### src/rtl/colsys_pkg.sv
package colsys_pkg;
  localparam int TPL_COLS = 16;
  localparam int TPL_ROWS = 16;
  localparam int PIX_W    = 8;
  localparam int SUM_W    = 16;
endpackage

### src/rtl/colsys_seq.sv
module colsys_seq #(
  parameter int ROWS = 16,
  localparam int RW = $clog2(ROWS)
) (
  input  logic          clk,
  input  logic          rst_n,
  input  logic          in_valid,
  input  logic          in_first,
  output logic          beat,
  output logic          flush,
  output logic          col_end,
  output logic [RW-1:0] row_idx
);
  logic [RW-1:0] row_q;

  assign beat    = in_valid;
  assign flush   = in_valid && in_first;
  // a token forces the row position back to the top of a column
  assign row_idx = flush ? '0 : row_q;
  assign col_end = beat && (row_idx == RW'(ROWS - 1));

  always_ff @(posedge clk) begin
    if (!rst_n) begin
      row_q <= '0;
    end else if (beat) begin
      row_q <= col_end ? '0 : row_idx + 1'b1;
    end
  end
endmodule

### src/rtl/colsys_tpl_bank.sv
module colsys_tpl_bank #(
  parameter int COLS = 16,
  parameter int ROWS = 16,
  localparam int CW = $clog2(COLS)
) (
  input  logic                 clk,
  input  logic                 rst_n,
  input  logic                 wr_en,
  input  logic [CW-1:0]        wr_col,
  input  logic [ROWS-1:0]      wr_bits,
  output logic [COLS*ROWS-1:0] bank_flat
);
  logic [ROWS-1:0] bank_q [COLS];

  for (genvar k = 0; k < COLS; k++) begin : g_col
    always_ff @(posedge clk) begin
      if (!rst_n) begin
        bank_q[k] <= '0;
      end else if (wr_en && (int'(wr_col) == k)) begin
        bank_q[k] <= wr_bits;
      end
    end
    assign bank_flat[k*ROWS +: ROWS] = bank_q[k];
  end
endmodule

### src/rtl/colsys_pe.sv
module colsys_pe #(
  parameter int ROWS  = 16,
  parameter int PIX_W = 8,
  parameter int SUM_W = 16,
  parameter bit HEAD  = 1'b0,
  localparam int RW = $clog2(ROWS)
) (
  input  logic             clk,
  input  logic             rst_n,
  input  logic             beat,
  input  logic             flush,
  input  logic             col_end,
  input  logic [RW-1:0]    row_idx,
  input  logic [PIX_W-1:0] pix,
  input  logic [ROWS-1:0]  stage_bits,
  input  logic [SUM_W-1:0] sum_in,
  input  logic             tok_in,
  output logic [SUM_W-1:0] sum_out,
  output logic             tok_out
);
  logic [ROWS-1:0]  act_q;
  logic [SUM_W-1:0] acc_q;
  logic             pend_q;
  logic             newcol_q;
  logic             load_now;
  logic             bit_eff;
  logic [SUM_W-1:0] base;
  logic [SUM_W-1:0] add;

  // head element loads on the token pixel itself, others on the first
  // pixel of the column after the token reached their left neighbour
  assign load_now = HEAD ? flush : (pend_q && beat && !flush);
  assign bit_eff  = load_now ? stage_bits[row_idx] : act_q[row_idx];
  assign base     = (HEAD && flush) ? '0 : acc_q;
  assign add      = (beat && bit_eff) ? {{(SUM_W-PIX_W){1'b0}}, pix} : '0;
  assign sum_out  = base + add;
  assign tok_out  = newcol_q || load_now;

  always_ff @(posedge clk) begin
    if (!rst_n) begin
      act_q    <= '0;
      acc_q    <= '0;
      pend_q   <= 1'b0;
      newcol_q <= 1'b0;
    end else begin
      if (beat) acc_q <= col_end ? sum_in : sum_out;
      if (load_now) act_q <= stage_bits;

      if (flush)        pend_q <= 1'b0;
      else if (col_end) pend_q <= tok_in;
      else if (load_now) pend_q <= 1'b0;

      if (flush)         newcol_q <= HEAD;
      else if (col_end)  newcol_q <= 1'b0;
      else if (load_now) newcol_q <= 1'b1;
    end
  end
endmodule

### src/rtl/colsys_corr.sv
module colsys_corr
  import colsys_pkg::*;
#(
  parameter int COLS = TPL_COLS,
  parameter int ROWS = TPL_ROWS,
  parameter int PW   = PIX_W,
  parameter int SW   = SUM_W,
  localparam int CW = $clog2(COLS),
  localparam int RW = $clog2(ROWS)
) (
  input  logic          clk,
  input  logic          rst_n,
  input  logic          in_valid,
  output logic          in_ready,
  input  logic          in_first,
  input  logic [PW-1:0] in_pixel,
  input  logic          tpl_wr_en,
  input  logic [CW-1:0] tpl_wr_col,
  input  logic [ROWS-1:0] tpl_wr_bits,
  output logic          out_valid,
  output logic [SW-1:0] out_sum
);
  logic                 beat, flush, col_end;
  logic [RW-1:0]        row_idx;
  logic [COLS*ROWS-1:0] bank_flat;
  logic [SW-1:0]        pe_sum [COLS];
  logic                 pe_tok [COLS];
  logic                 tail_armed_q;
  logic                 out_valid_q;
  logic [SW-1:0]        out_sum_q;

  assign in_ready = 1'b1;

  colsys_seq #(.ROWS(ROWS)) u_seq (
    .clk(clk), .rst_n(rst_n), .in_valid(in_valid), .in_first(in_first),
    .beat(beat), .flush(flush), .col_end(col_end), .row_idx(row_idx)
  );

  colsys_tpl_bank #(.COLS(COLS), .ROWS(ROWS)) u_bank (
    .clk(clk), .rst_n(rst_n), .wr_en(tpl_wr_en), .wr_col(tpl_wr_col),
    .wr_bits(tpl_wr_bits), .bank_flat(bank_flat)
  );

  for (genvar k = 0; k < COLS; k++) begin : g_pe
    logic [SW-1:0] link_sum;
    logic          link_tok;
    if (k == 0) begin : g_head
      assign link_sum = '0;
      assign link_tok = 1'b0;
    end else begin : g_body
      assign link_sum = pe_sum[k-1];
      assign link_tok = pe_tok[k-1];
    end
    colsys_pe #(.ROWS(ROWS), .PIX_W(PW), .SUM_W(SW), .HEAD(k == 0)) u_pe (
      .clk(clk), .rst_n(rst_n), .beat(beat), .flush(flush),
      .col_end(col_end), .row_idx(row_idx), .pix(in_pixel),
      .stage_bits(bank_flat[k*ROWS +: ROWS]), .sum_in(link_sum),
      .tok_in(link_tok), .sum_out(pe_sum[k]), .tok_out(pe_tok[k])
    );
  end

  // the tail holds a sum of the current image once the token has reached it
  always_ff @(posedge clk) begin
    if (!rst_n) begin
      tail_armed_q <= 1'b0;
      out_valid_q  <= 1'b0;
      out_sum_q    <= '0;
    end else begin
      if (flush) tail_armed_q <= 1'b0;
      else if (pe_tok[COLS-1]) tail_armed_q <= 1'b1;
      out_valid_q <= col_end && (tail_armed_q || pe_tok[COLS-1]);
      if (col_end) out_sum_q <= pe_sum[COLS-1];
    end
  end

  assign out_valid = out_valid_q;
  assign out_sum   = out_sum_q;
endmodule

### config.mk
export PLATFORM = sky130hd
export DESIGN_NAME = colsys_corr
export DESIGN_NICKNAME = d
export VERILOG_FILES = /design/src/rtl/colsys_pkg.sv /design/src/rtl/colsys_seq.sv /design/src/rtl/colsys_tpl_bank.sv /design/src/rtl/colsys_pe.sv /design/src/rtl/colsys_corr.sv
export SDC_FILE = /design/constraint.sdc
export NUM_CORES = 2
export LEC_CHECK = 0
export CORE_MARGIN = 4
export CORE_UTILIZATION = 48
export DETAILED_ROUTE_END_ITERATION = 6
export PLACE_DENSITY = 0.71
export SLEW_MARGIN = 20
export SYNTH_ARGS = -nofsm -noshare
export SYNTH_HDL_FRONTEND = slang
export SYNTH_SLANG_ARGS = --single-unit
### constraint.sdc
create_clock -name clk -period 4.8 [get_ports clk]
set_input_delay 0.72 -clock clk [delete_from_list [all_inputs] [get_ports clk]]
set_output_delay 0.72 -clock clk [all_outputs]
set_load 0.02 [all_outputs]
==> results.md <==
* Status: finished with violations
* Failing checks: design-rule violations
* P&R area growth vs syn at 18.5%
* Final setup TNS at 0 ns
* Maximum vdd drop at 315 uV
* Final Max Slew Viols at 0
* Share of power burned in registers at 47.2%
* CP Data Arrival Time at 5.12 ns
* Max-cap violations at 0
* Final ANT Viol Nets at 0
* Initial antenna violation count at 9
* Required time of the worst setup path at 5.31 ns
* Placed cell area at 0.0493 mm2
* Tmin final at 4.60 ns
* Chip width at 312 um
* Global route total overflow at 0
* Core ar. at 0.0917 mm2
* P_int at 0.0119 W
* CP max FO at 11
* Yosys warns at 0
* DIE HEIGHT at 312 um
* Number of global-route vias before repair at 38.8k
* FFs w/ async S/R, synth at 0%
* Vias at 40.3k
* GP Congestion at 0.915
* First-pass GRT wire length at 218000 um
* Fin crit share at 95.9%
* Skew final at 0.0509 ns
* Largest family of logic cells by synthesized area: simple AND/OR/NAND/NOR gates
* Endpoints failing hold at 0
* Reg2reg start: u_seq.row_q[0]$_SDFFE_PN0P_
* Remaining DRCs at 14
* Mux share of post-synthesis cell area at 2.95%
* Hold_ws at 0.428 ns
* Hold_sp: in_valid
* RSZ-0062 raised after global routing: true
* Simple-gate portion of the synthesized area at 21.0%
* Largest area contributor in the netlist: dfxtp_1
* Max transition margin at 18.5%
* Ys flop type: dfxtp_1
* Switching power at 0.00383 W
* Row count at 111
* Cells after Synth at 5104
* Setup Crit Path Kind: in2reg
* Total Wirelength at 141000 um
* Total track usage at 27.9%
* Die area at 0.0973 mm2
* Worst-Margin Slew at 1.22 ns
* Register area share after synthesis at 42.9%
* Clk sinks at 821
* Vias per inst at 6.01
* IO buf count at 49
* Num CTS Buffers at 89
* Final core utilization at 57.3%
* Post-Syn Area at 0.0443 mm2
* CTS root buffer: clkbuf_16
* Syn_nets at 5282
* NumNets Final at 5618
* CTS H-tree depth at 3
* Clk network pwr share at 45.7%
* Share of layout cells above drive strength 1 at 14.4%
* Clk_lat worst skew at 0.68 ns
* Number of DRC markers in iteration 0 at 4205
* Wire per inst at 21.0 um
* Clk buf depth at 3
* Pwr Density at 299 mW/mm2
* Crit path launch type: input pin
* Leakage at 19.9 nW
* Post-synth cell types at 88
* Post-route cell area at 0.0525 mm2
* Switching share of power at 24.4%
* Tightest Hold Check Type: in2reg
* FMAX at 0.217 GHz
* Post-DP HPWL at 93000 um
* Setup-failing EPs final at 0
* Number of synthesized flops with an enable pin at 256
* Synth Area in XOR/XNOR at 4.09%
* Share of the synthesized area in the top cell type at 25.5%
* CTS tree: built
* Count leader, synth: nand2_1
* Dpl ws at -0.525 ns
* Largest net degree at the start of global routing at 179
* Syn_area_per_cell at 8.68 um2
* Seq cells post-synth at 821
* Fraction of power consumed by combinational cells at 7.1%
* CP startpoint: in_first
* Compound-Gate Fraction of Synth Area at 20.9%
* # IOs at 51
* Crit path capture type: flip-flop
* Top post-synthesis cells by count: nand2_1 (808), a21oi_1 (580), dfxtp_1 (565)
* Final worst slack at 0.197 ns
* Clock transition at path regs at 0.06 ns
* Initial Utilization at 48.4%
* Router iterations before antenna repair at 7
* Synth top area cells: dfxtp_1 (26%), edfxtp_1 (17%), nand2_1 (6.8%)
* Post-synthesis adder-cell area fraction at 4.36%
-- flip-flops by register name, summed over array words and instances, names as in the netlist --
| signal | cells |
|---|---|
| out_valid | 1 |
| u_seq.row_q | 4 |
| tail_armed_q | 1 |
| g_pe.u_pe.acc_q | 256 |
| g_pe.u_pe.act_q | 256 |
| g_pe.u_pe.pend_q | 15 |
| u_bank.bank_q | 256 |
| out_sum | 16 |
| g_pe.u_pe.newcol_q | 16 |
-- kinds of logic after synthesis --
group,count (synthesis)
xor gates and xnor gates,207
DFF,821
muxes,118
adders and majority gates,145
other,1
and+or+nand+nor,1998
buffers and inverters,396
AOI/OAI and AO/OA,1418
-- through the flow --
step / std cells / total power, W
2_1_floorplan: 5104 / 0.00809
3_3_place_gp: 6527 / 0.00861
3_5_place_dp: 6527 / 0.00862
4_1_cts: 6691 / 0.0157
5_1_grt: 6699 / 0.0160
6_report: 6706 / 0.0157
-- cell usage in the layout, fill, tap and decap left out, types with 20 or more instances in the layout --
cell type / instances
a211oi_1: 51
a21o_1: 47
a21oi_1: 578
a221oi_1: 96
a222oi_1: 28
a22oi_1: 35
a31oi_1: 43
and2_1: 414
and3_1: 50
buf_12: 33
buf_4: 508
clkbuf_1: 27
clkbuf_16: 92
clkdlybuf4s50_1: 46
dfxtp_1: 562
edfxtp_1: 256
ha_1: 129
inv_1: 46
mux2_2: 30
mux2i_1: 81
nand2_1: 805
nand2b_1: 39
nand3_1: 70
nor2_1: 428
nor2b_1: 52
nor3_1: 44
o211ai_1: 35
o21a_1: 64
o21ai_0: 168
o21ai_1: 20
o22ai_1: 45
xnor2_1: 119
xor2_1: 88
-- worst paths after layout --
path,to,slack (ns),cells past startpoint
max reg2reg,g_pe[7].u_pe.acc_q[13]$_SDFFE_PN0P_,0.21,19
min,u_seq.row_q[1]$_SDFFE_PN0P_,0.43,4
min reg2reg,g_pe[11].u_pe.acc_q[6]$_SDFFE_PN0P_,0.45,2
max,g_pe[13].u_pe.acc_q[12]$_SDFFE_PN0P_,0.20,22
-- per-layer routing --
metal	GRT usage, %	up-vias	part of all wire (%)
met1	34.9	19300	39
met5	0	-	0.011
li1	-	18800	-
met2	48.2	1747	48
met4	11.7	4	4.5
met3	4.32	421	8.2
-- critical path: stages --
cell	delay, ns
clkdlybuf4s50_1	0.56
a21bo_2	0.23
buf_12	0.15
buf_4	0.19
buf_4	0.19
nand3_1	0.09
o21ai_0	0.09
a211oi_1	0.08
o41ai_2	0.39
buf_4	0.29
and2_1	0.16
ha_1	0.16
inv_1	0.06
fa_1	0.40
nand2b_1	0.17
a21o_1	0.18
a31oi_1	0.16
buf_4	0.15
nand3_1	0.12
a21o_1	0.21
a221oi_1	0.28
nor2_1	0.06
-- repair_timing --
action,CTS,global route
hold buffers,0,0
endpoints found under the setup margin,0,40
resized for setup,0,15
buffers inserted,0,8
-- power groups by stage --
stage | clock network [W] | logic (W) | registers, W
2_1_floorplan | 0 | 0.000571 | 0.00751
3_3_place_gp | 0 | 0.00107 | 0.00754
3_5_place_dp | 0 | 0.00107 | 0.00755
4_1_cts | 0.00724 | 0.00108 | 0.00740
5_1_grt | 0.00748 | 0.00116 | 0.00741
6_report | 0.00717 | 0.00111 | 0.00740
-- cell type report --
cell class                      instances  area, um2
Antenna cell                            7       17.5
Clock buffer                          128       2530
Clock inverter                         36        507
Fill cell                            8051      39200
Inverter                               50        200
Multi-Input combinational cell       3887      23800
Sequential cell                       821      19000
Tap cell                             1186       1480
Timing Repair Buffer                  591       4990
Note: power is estimated with default switching activity, not from simulation.
